==> config.mk <==
export PLATFORM = sky130hd
export DESIGN_NAME = vslice_seq
export DESIGN_NICKNAME = d
export VERILOG_FILES = /design/src/rtl/vslice_seq.sv
export SDC_FILE = /design/constraint.sdc
export NUM_CORES = 1
export LEC_CHECK = 0
export CAP_MARGIN = 20
export CORE_UTILIZATION = 40
export CTS_CLUSTER_DIAMETER = 60
export DETAILED_ROUTE_END_ITERATION = 10
export SETUP_SLACK_MARGIN = 0.2
export SLEW_MARGIN = 0
export SYNTH_ARGS = -nofsm -noshare
export SYNTH_HDL_FRONTEND = slang
export SYNTH_SLANG_ARGS = --single-unit
==> constraint.sdc <==
create_clock -name clk -period 11.55 [get_ports clk]
set_clock_uncertainty 0.05 [all_clocks]
set_input_delay 2.31 -clock clk [delete_from_list [all_inputs] [get_ports clk]]
set_output_delay 2.31 -clock clk [all_outputs]
set_load 0.02 [all_outputs]
==> src/rtl/vslice_seq.sv <==
module vslice_seq #(
  parameter int SLICES    = 4,
  parameter int NREG      = 32,
  parameter int DEPTH     = 3,
  parameter int VLW       = 8,
  parameter int PIPELINED = 1
) (
  input  logic                      clk,
  input  logic                      rst_n,
  input  logic                      issue_vld,
  input  logic [2:0]                issue_lmul,
  input  logic                      issue_wide_vd,
  input  logic                      issue_wide_vs2,
  input  logic                      issue_vs1_en,
  input  logic                      issue_vs2_en,
  input  logic                      issue_vd_en,
  input  logic [$clog2(NREG)-1:0]   issue_vs1,
  input  logic [$clog2(NREG)-1:0]   issue_vs2,
  input  logic [$clog2(NREG)-1:0]   issue_vd,
  input  logic                      issue_sc_src,
  input  logic                      issue_sc_dst,
  input  logic [VLW-1:0]            issue_vl,
  output logic                      issue_ready,
  input  logic                      rd_ok,
  output logic                      rd_vld,
  output logic [$clog2(SLICES)+3:0] rd_slot,
  output logic                      rd_last,
  output logic                      vs1_vld,
  output logic [$clog2(NREG)-1:0]   vs1_reg,
  output logic [$clog2(SLICES)-1:0] vs1_sl,
  output logic                      vs2_vld,
  output logic [$clog2(NREG)-1:0]   vs2_reg,
  output logic [$clog2(SLICES)-1:0] vs2_sl,
  output logic [VLW-1:0]            mem_off,
  output logic [VLW-1:0]            mem_cnt,
  output logic                      sc_rd,
  output logic                      wb_vld,
  output logic [$clog2(SLICES)+3:0] wb_slot,
  output logic                      wb_vd_vld,
  output logic [$clog2(NREG)-1:0]   wb_vd_reg,
  output logic [$clog2(SLICES)-1:0] wb_vd_sl,
  output logic                      sc_wr,
  output logic                      retire
);
  localparam int LG_S = $clog2(SLICES);
  localparam int RW   = $clog2(NREG);
  localparam int SW   = LG_S + 4;
  localparam int NW   = SW + 1;
  localparam int OW   = VLW + SW;
  localparam int T    = DEPTH - 1;

  function automatic logic [RW-1:0] rmap(input logic [RW-1:0] base, input logic [SW-1:0] idx);
    return base + RW'(idx >> LG_S);
  endfunction

  // issue-side decode
  logic          wide_any, accept;
  logic [4:0]    lsum;
  logic [3:0]    i_lgn;
  logic [NW-1:0] i_n;
  logic [VLW-1:0] i_part;
  assign wide_any = issue_wide_vd | issue_wide_vs2;
  assign lsum     = {{2{issue_lmul[2]}}, issue_lmul} + {4'd0, wide_any} + 5'(LG_S);
  assign i_lgn    = lsum[4] ? 4'd0 : lsum[3:0];
  assign i_n      = NW'(1) << i_lgn;
  assign i_part   = VLW'(((VLW+1)'(issue_vl) + (VLW+1)'(i_n - NW'(1))) >> i_lgn);
  assign accept   = issue_vld & issue_ready;

  // held instruction
  logic           busy;
  logic [SW-1:0]  nxt;
  logic [3:0]     h_lgn;
  logic           h_wv, h_ws, h_e1, h_e2, h_ed, h_scs, h_scd;
  logic [RW-1:0]  h_b1, h_b2, h_bd;
  logic [VLW-1:0] h_vl, h_part;
  logic [NW-1:0]  h_n;
  logic [SW-1:0]  h_lastslot;
  assign h_n        = NW'(1) << h_lgn;
  assign h_lastslot = SW'(h_n - NW'(1));

  // stage 0
  logic          s0_vld;
  logic [SW-1:0] s0_slot;

  always_ff @(posedge clk) begin
    if (!rst_n) begin
      busy <= 1'b0; nxt <= '0; s0_vld <= 1'b0; s0_slot <= '0;
      h_lgn <= '0; h_wv <= 1'b0; h_ws <= 1'b0; h_e1 <= 1'b0; h_e2 <= 1'b0;
      h_ed <= 1'b0; h_scs <= 1'b0; h_scd <= 1'b0;
      h_b1 <= '0; h_b2 <= '0; h_bd <= '0; h_vl <= '0; h_part <= '0;
    end else if (accept) begin
      busy <= (i_lgn != 4'd0); nxt <= SW'(1);
      s0_vld <= 1'b1; s0_slot <= '0;
      h_lgn <= i_lgn; h_wv <= issue_wide_vd; h_ws <= issue_wide_vs2;
      h_e1 <= issue_vs1_en; h_e2 <= issue_vs2_en; h_ed <= issue_vd_en;
      h_scs <= issue_sc_src; h_scd <= issue_sc_dst;
      h_b1 <= issue_vs1; h_b2 <= issue_vs2; h_bd <= issue_vd;
      h_vl <= issue_vl; h_part <= i_part;
    end else if (busy && rd_ok) begin
      s0_vld <= 1'b1; s0_slot <= nxt;
      nxt <= nxt + SW'(1);
      if (nxt == h_lastslot) busy <= 1'b0;
    end else begin
      s0_vld <= 1'b0;
    end
  end

  // operand mapping at stage 0
  logic          il, n2, nd, s0_last, d_vld;
  logic [SW-1:0] half, i1, i2, id;
  assign il      = (h_wv | h_ws) && (h_lgn != 4'd0);
  assign n2      = il & ~h_ws;
  assign nd      = il & ~h_wv;
  assign half    = s0_slot >> 1;
  assign i1      = il ? half : s0_slot;
  assign i2      = n2 ? half : s0_slot;
  assign id      = nd ? half : s0_slot;
  assign s0_last = s0_slot == h_lastslot;
  assign d_vld   = s0_vld & h_ed & (~nd | s0_slot[0]);

  assign rd_vld  = s0_vld;
  assign rd_slot = s0_slot;
  assign rd_last = s0_vld & s0_last;
  assign vs1_vld = s0_vld & h_e1 & (~il | ~s0_slot[0]);
  assign vs1_reg = rmap(h_b1, i1);
  assign vs1_sl  = i1[LG_S-1:0];
  assign vs2_vld = s0_vld & h_e2 & (~n2 | ~s0_slot[0]);
  assign vs2_reg = rmap(h_b2, i2);
  assign vs2_sl  = i2[LG_S-1:0];
  assign sc_rd   = s0_vld & h_scs & (s0_slot == '0);

  // memory slicing
  logic [OW-1:0]  off_full;
  logic [VLW-1:0] rem;
  logic           past_end;
  assign off_full = OW'(s0_slot) * OW'(h_part);
  assign past_end = off_full >= OW'(h_vl);
  assign mem_off  = past_end ? h_vl : off_full[VLW-1:0];
  assign rem      = h_vl - mem_off;
  assign mem_cnt  = past_end ? '0 : ((h_part < rem) ? h_part : rem);

  // pipeline stages 1..DEPTH-1 (DEPTH >= 2)
  logic [DEPTH-1:1] pv, pl, pdv, psc;
  logic [SW-1:0]    ps  [DEPTH-1:1];
  logic [RW-1:0]    pdr [DEPTH-1:1];
  logic [LG_S-1:0]  pds [DEPTH-1:1];

  always_ff @(posedge clk) begin
    if (!rst_n) begin
      pv <= '0; pl <= '0; pdv <= '0; psc <= '0;
      for (int i = 1; i < DEPTH; i++) begin
        ps[i] <= '0; pdr[i] <= '0; pds[i] <= '0;
      end
    end else begin
      pv[1] <= s0_vld; pl[1] <= s0_last; pdv[1] <= d_vld; psc[1] <= h_scd;
      ps[1] <= s0_slot; pdr[1] <= rmap(h_bd, id); pds[1] <= id[LG_S-1:0];
      for (int i = 2; i < DEPTH; i++) begin
        pv[i] <= pv[i-1]; pl[i] <= pl[i-1]; pdv[i] <= pdv[i-1]; psc[i] <= psc[i-1];
        ps[i] <= ps[i-1]; pdr[i] <= pdr[i-1]; pds[i] <= pds[i-1];
      end
    end
  end

  assign wb_vld    = pv[T];
  assign wb_slot   = ps[T];
  assign wb_vd_vld = pv[T] & pdv[T];
  assign wb_vd_reg = pdr[T];
  assign wb_vd_sl  = pds[T];
  assign retire    = pv[T] & pl[T];
  assign sc_wr     = pv[T] & pl[T] & psc[T];

  assign issue_ready = ~busy & ((PIPELINED != 0) | ~(s0_vld | (|pv)));

  p_first_slot_r2: assert property (@(posedge clk) disable iff (!rst_n)
    accept |=> (rd_vld && rd_slot == '0));
  p_busy_end_r2: assert property (@(posedge clk) disable iff (!rst_n)
    (busy && rd_ok && nxt == h_lastslot) |=> (!busy && rd_last));
  p_hold_r3: assert property (@(posedge clk) disable iff (!rst_n)
    (busy && !rd_ok) |=> !rd_vld);
  p_slot_range_r1: assert property (@(posedge clk) disable iff (!rst_n)
    rd_vld |-> (NW'(rd_slot) < h_n));
  p_scalar_first_r8: assert property (@(posedge clk) disable iff (!rst_n)
    sc_rd |-> $past(accept));
endmodule

==> results of run 1 <==
==> power by group <==
part | total, mW | internal [mW] | switching, mW
registers | 0.345 | 0.326 | 0.0181
logic | 0.307 | 0.135 | 0.172
clock network | 0.297 | 0.174 | 0.123
total | 0.949 | 0.635 | 0.314
==> worst max-delay path by stage <==
stage / depth (start not counted) / to / from / slack, ps
floorplan: 35 / mem_cnt[1] / rd_slot[5]$_SDFFE_PP0P_ / 630
global placement: 32 / mem_cnt[5] / rd_slot[0]$_SDFFE_PP0P_ / 820
detailed placement: 32 / mem_cnt[5] / rd_slot[0]$_SDFFE_PP0P_ / 500
CTS: 32 / mem_cnt[2] / rd_slot[0]$_SDFFE_PP0P_ / 350
global route: 33 / mem_cnt[6] / rd_slot[2]$_SDFFE_PP0P_ / 210
finish: 32 / mem_cnt[6] / rd_slot[2]$_SDFFE_PP0P_ / 750
==> cell type report <==
type                       count  area [um2]  share of cell area, %
sequential                    90        1807                  21.01
timing repair buffer         111        1066                  12.39
inverter                      58       217.7                  2.531
clock inverter                 6       66.31                 0.7710
tap                          225       281.5                  3.273
multi-input combinational    673        4923                  57.24
clock buffer                  10       239.0                  2.779
==> critical path: cells and delay by family, from the launching register on <==
| kind | cells | cell delay [ps] |
|---|---|---|
| AOI/OAI and AO/OA | 13 | 2320 |
| xor gates and xnor gates | 2 | 370 |
| adders and majority gates | 8 | 3120 |
| buffers and inverters | 2 | 660 |
| DFF | 1 | 470 |
| and+or+nand+nor | 7 | 1120 |
==> cell usage in the layout (no fill, tap or decap), types with 3 or more instances in the layout <==
cell               n
nor2_1            43
or2_2              6
and3_1             3
nand2_1          145
a21oi_1           47
clkbuf_16          9
and2_1            68
a211oi_1          12
xnor2_1           21
dfxtp_2            4
clkdlybuf4s50_1   94
nand3_1           14
mux2i_1           10
fa_1              30
dfxtp_1           86
o21a_1             4
o21ai_0           22
inv_1             58
a21boi_0          37
clkinv_4           3
nor4_1             3
ha_1              67
nor2b_1           13
xor2_1            18
a211oi_2           3
nand3b_1           3
mux2_2            14
o41ai_1            3
buf_4             16
o211ai_1           6
nor3_1            12
nand2b_1           9
a21o_1            15
==> state kept, by name, summed over array words and instances, names as in the netlist, 5 cells and up <==
signal   flops
nxt          6
ps          12
h_part       8
h_vl         8
rd_slot      6
h_b2         5
pdr         10
h_b1         5
h_bd         5
==> through the flow <==
stage                     hold slack [ps]  instance area [um2]  power (mW)  util (%)  cells
final                               378.3                 8601      0.9489     49.73   1173
after global routing                388.2                 8601       1.004     49.73   1173
after CTS                           379.1                 8571      0.9531     49.55   1173
after detailed placement            367.9                 8262      0.6521     47.76   1157
after global placement              363.9                 8262      0.6498     47.76   1157
after floorplan                     361.9                 7078      0.5540         -    864
==> repair_timing <==
action	CTS	global route
gates resized for setup	1	10
setup endpoints to repair	8	8
setup buffers	0	0
pin swaps	0	0
==> cells by family after synthesis <==
kind of cell,Yosys count,share of synthesized area [%]
AOI/OAI and AO/OA,176,17.13
adders and majority gates,97,20.33
muxes,24,3.642
xor gates and xnor gates,40,4.950
and+or+nand+nor,336,23.00
DFF,90,25.46
buffers and inverters,101,5.498
==> per-layer routing <==
metal	part of all wire, %	vias to the layer above
met5	0	-
met4	1.0	0
met3	3.1	11
met2	45	104
met1	50	2742
li1	-	3067
==> results.yml, run 1 <==
run_status:
  status: "complete, no violations"
timing:
  rsz0062_at_grt: "false"
  hold_viol_final: 0
  period_needed_ps: 10800
  finalCritPeriodShare_pct: 93.50
  relSlewSlack_pct: 22.08
  worstMarginPinSlew_ps: 1160
  setup_viol: 0
  max_clock_freq_mhz: 92.60
  layout_setup_ws_ps: 750.5
  setup_tns_ps: 0
  slew_viol_final: 0
grt:
  grt_most_used_layer: "met2"
  use_met1_pct: 27.33
  grt_max_degree: 82
  grt_pass1_wl_mm: 28.02
  overflow: 0
  grt_pass1_vias: 5554
  grt_usage_pct: 19.57
  use_met3_pct: 3.341
  antenna_found_initial: 0
  use_met2_pct: 31.13
floorplanning:
  die-area_mm2: 0.01823
  rows: 48
  core_area_mm2: 0.01730
  die_y_um: 135.0
  start_util_pct: 40.92
  die_w_um: 135.0
  ios: 96
synthesis:
  seq_area_frac_synth_pct: 25.46
  synth_top_cell_area_share_pct: 25.46
  ys_ff_latch: 90
  ys_top_cells_by_area: "dfxtp_1 (25%), ha_1 (12%), fa_1 (8.5%), nand2_1 (7.7%), and2_1 (6.0%)"
  synth.net_count: 998
  syn_inst: 864
  synthArstFlopShare_pct: 0
  syn_avg_cell_area_um2: 8.192
  synth_area_mm2: 0.007078
  synth_most_common_cell: "nand2_1"
  yosys_most_used_dff: "dfxtp_1"
  ys_types: 62
  synth_edf_count: 0
  yosysTopAreaCell: "dfxtp_1"
  ys_top_cells_by_count: "nand2_1 (146), dfxtp_1 (90), and2_1 (68), ha_1 (67), inv_1 (58)"
  yosys_warnings: 0
run:
  cap_violations: 0
worst_setup_path:
  r2r_setup_slack_ps: 8200
  endpoint_kind: "output port"
  critPathLaunchType: "flip-flop"
  path_class: "reg -> out"
  required_ps: 9190
  slowest_stage: "clkdlybuf4s50_1"
  rr_startpoint: "h_lgn[3]$_SDFFE_PN0P_"
  crit_path_max_fanout: 14
  worst_r2r_path_depth: 9
  cpPeakStageDelay_ps: 620
  reg2reg_to: "pdr[1][4]$_SDFF_PN0_"
  cp.arrival_ps: 8440
detailed_routing:
  vias: 5924
  wl_per_cell_um: 14.64
  ant_nets: 0
  drt_wl_total_mm: 17.17
  firstDrtPassIters: 5
  vias_per_cell: 5.050
  drtIter0Drc: 297
  drc: 0
cells_and_area:
  drive_above_1_share_pct: 7.911
  area.growth.synth_to_final_pct: 21.51
  n_fill_cell: 1703
  fin_nets: 1077
  antenna_cells: 0
place:
  hpwlAfterDp_mm: 13.15
  place_congestion: 0.8594
  io_buffers: 95
  pre_cts_slack_ps: 503.7
clock_network:
  cts-hold-fix-buffers: 0
  cts_made_buffers: 9
  clkTransAtPathRegs_ps: 60
  cts_tree: "yes"
  htree_levels: 3
  cts-root-buf: "clkbuf_16"
  cts.sinks: 90
  cts.path.max_buffers: 2
  worst_skew_pair.late_latency_ps: 350
power:
  ir_drop_mv: 0.07704
  powerDensity_mw_per_mm2: 110.3
  p_leak_nw: 3.717
worst_hold_path:
  worstHoldPathType: "reg -> reg"
  min_from: "ps[1][5]$_SDFF_PN0_"
  holdPathStages: 1
  min_to: "ps[2][5]$_SDFF_PN0_"
Note: power is estimated with default switching activity, not from simulation.
==> run 2, diff against run 1 <==
CAP_MARGIN = not set   (was 20)
SKIP_LAST_GASP = 1   (was not set)
==> results of run 2 <==
Final layout, timing and power as in run 1 (identical DEF).
==> run 3, diff against run 2 <==
CORE_ASPECT_RATIO = 1.25   (was not set)
CTS_CLUSTER_DIAMETER = 150   (was 60)
==> results.yml, run 3 (same netlist as run 1, synthesis figures left out) <==
grt:
  grt_usage_pct: 19.43
  use_met1_pct: 26.52
  grt_pass1_wl_mm: 28.06
  overflow: 0
  use_met3_pct: 2.386
  grt_most_used_layer: "met2"
  use_met2_pct: 32.14
  grt_max_degree: 82
  grt_pass1_vias: 5531
  antenna_found_initial: 0
detailed_routing:
  drtIter0Drc: 240
  firstDrtPassIters: 4
  ant_nets: 0
  wl_per_cell_um: 14.70
  vias: 5901
  vias_per_cell: 5.048
  drc: 0
  drt_wl_total_mm: 17.19
clock_network:
  clkTransAtPathRegs_ps: 70
  cts.sinks: 90
  cts-hold-fix-buffers: 0
  worst_skew_pair.late_latency_ps: 340
  cts.path.max_buffers: 2
  htree_levels: 3
  cts_made_buffers: 9
  cts_tree: "yes"
  cts_setup_buffers: 0
  cts-root-buf: "clkbuf_16"
power:
  powerDensity_mw_per_mm2: 109.4
  p_leak_nw: 3.689
  ir_drop_mv: 0.05589
floorplanning:
  start_util_pct: 40.76
  core_area_mm2: 0.01736
  die-area_mm2: 0.01823
  ios: 96
  rows: 54
  die_y_um: 150.7
  die_w_um: 121.0
worst_setup_path:
  required_ps: 9190
  reg2reg_to: "pdr[1][4]$_SDFF_PN0_"
  path_class: "reg -> out"
  worst_r2r_path_depth: 10
  slowest_stage: "clkdlybuf4s50_1"
  crit_path_max_fanout: 14
  cp.arrival_ps: 8430
  endpoint_kind: "output port"
  critPathLaunchType: "flip-flop"
  r2r_setup_slack_ps: 8580
  rr_startpoint: "h_lgn[3]$_SDFFE_PN0P_"
  cpPeakStageDelay_ps: 610
timing:
  max_clock_freq_mhz: 92.72
  worstMarginPinSlew_ps: 1034
  period_needed_ps: 10790
  setup_tns_ps: 0
  relSlewSlack_pct: 30.90
  finalCritPeriodShare_pct: 93.38
  hold_viol_final: 0
  rsz0062_at_grt: "false"
  slew_viol_final: 0
  setup_viol: 0
place:
  place_area_mm2: 0.008238
  hpwlAfterDp_mm: 13.39
  place_congestion: 0.8211
  io_buffers: 95
worst_hold_path:
  holdPathStages: 1
  min_from: "pds[1][1]$_SDFF_PN0_"
  min_to: "pds[2][1]$_SDFF_PN0_"
  worstHoldPathType: "reg -> reg"
cells_and_area:
  design_area_mm2: 0.008567
  largestRegisters: "ps (12), pdr (10)"
  final_cell_mix: "nand2_1 (146), clkdlybuf4s50_1 (94), dfxtp_1 (80)"
  layout_commonest_cell: "nand2_1"
  fin_nets: 1074
  antenna_cells: 0
  n_fill_cell: 1679
  regMostFlops: "ps"
  drive_above_1_share_pct: 8.042
  post-route-util_pct: 49.34
  largest_reg_flops: 12
  area.growth.synth_to_final_pct: 21.04
run_status:
  status: "complete, no violations"
run:
  cap_violations: 0
-- run 3: changes by cell type in the layout (fill, tap and decap cells not counted), moves of 2 or more --
| cell | previous run | this run |
|---|---|---|
| dfxtp_2 | 4 | 10 |
| inv_8 | 0 | 3 |
| buf_4 | 16 | 13 |
| clkinv_2 | 2 | 0 |
| dfxtp_1 | 86 | 80 |
-- run 3: cell type report --
type	count	area, um2	share of cell area (%)
flip-flops and latches	90	1814	21.18
clock buffers	9	225.2	2.629
repair buffers	108	1044	12.18
well taps	224	280.3	3.272
inverters	58	217.7	2.541
clock inverters	7	76.32	0.8909
multi-input cells	673	4910	57.31
-- run 3: power breakdown --
group	internal [mW]	switching (mW)
clock network	0.154	0.137
logic	0.133	0.168
registers	0.327	0.0196
total	0.613	0.324
-- run 3: worst max path at each step --
stage / cells past startpoint / from / slack (ps) / to
6_report: 32 / rd_slot[1]$_SDFFE_PP0P_ / 760 / mem_cnt[6]
5_1_grt: 33 / rd_slot[1]$_SDFFE_PP0P_ / 160 / mem_cnt[6]
4_1_cts: 32 / rd_slot[0]$_SDFFE_PP0P_ / 240 / mem_cnt[3]
3_5_place_dp: 32 / rd_slot[0]$_SDFFE_PP0P_ / 620 / mem_cnt[3]
3_3_place_gp: 32 / rd_slot[0]$_SDFFE_PP0P_ / 800 / mem_cnt[7]
2_1_floorplan: 35 / rd_slot[5]$_SDFFE_PP0P_ / 630 / mem_cnt[1]
-- run 3: metrics by stage --
stage | setup WS (ps) | hold WS (ps) | std cells | power, mW
6_report | 764.3 | 384.5 | 1169 | 0.9375
5_1_grt | 162.7 | 392.6 | 1169 | 0.9951
4_1_cts | 236.7 | 386.2 | 1169 | 0.9422
3_5_place_dp | 620.7 | 366.9 | 1153 | 0.6488
3_3_place_gp | 802.0 | 365.9 | 1153 | 0.6482
2_1_floorplan | 625.8 | 361.9 | 864 | 0.5540
-- run 3: repair_timing --
item | CTS | global route
setup endpoints to repair | 0 | 8
hold endpoints to repair | 0 | 0
gates resized for setup | 0 | 13
-- run 3: layer usage --
| metal | share of wire [%] | wire length (um) |
|---|---|---|
| met3 | 2.6 | 443 |
| met2 | 48 | 8301 |
| met5 | 0 | 0 |
| met4 | 1.5 | 251 |
| met1 | 48 | 8190 |
-- run 3: worst max-delay path, delay by kind of cell, from the launching register on --
kind | cells | cell delay (ps)
AO/OA/AOI/OAI | 13 | 2490
adder cells (fa/ha/maj) | 7 | 2710
buffers and inverters | 2 | 650
XOR/XNOR | 1 | 190
flip-flops | 1 | 500
AND/OR/NAND/NOR | 8 | 1170
multiplexers | 1 | 380
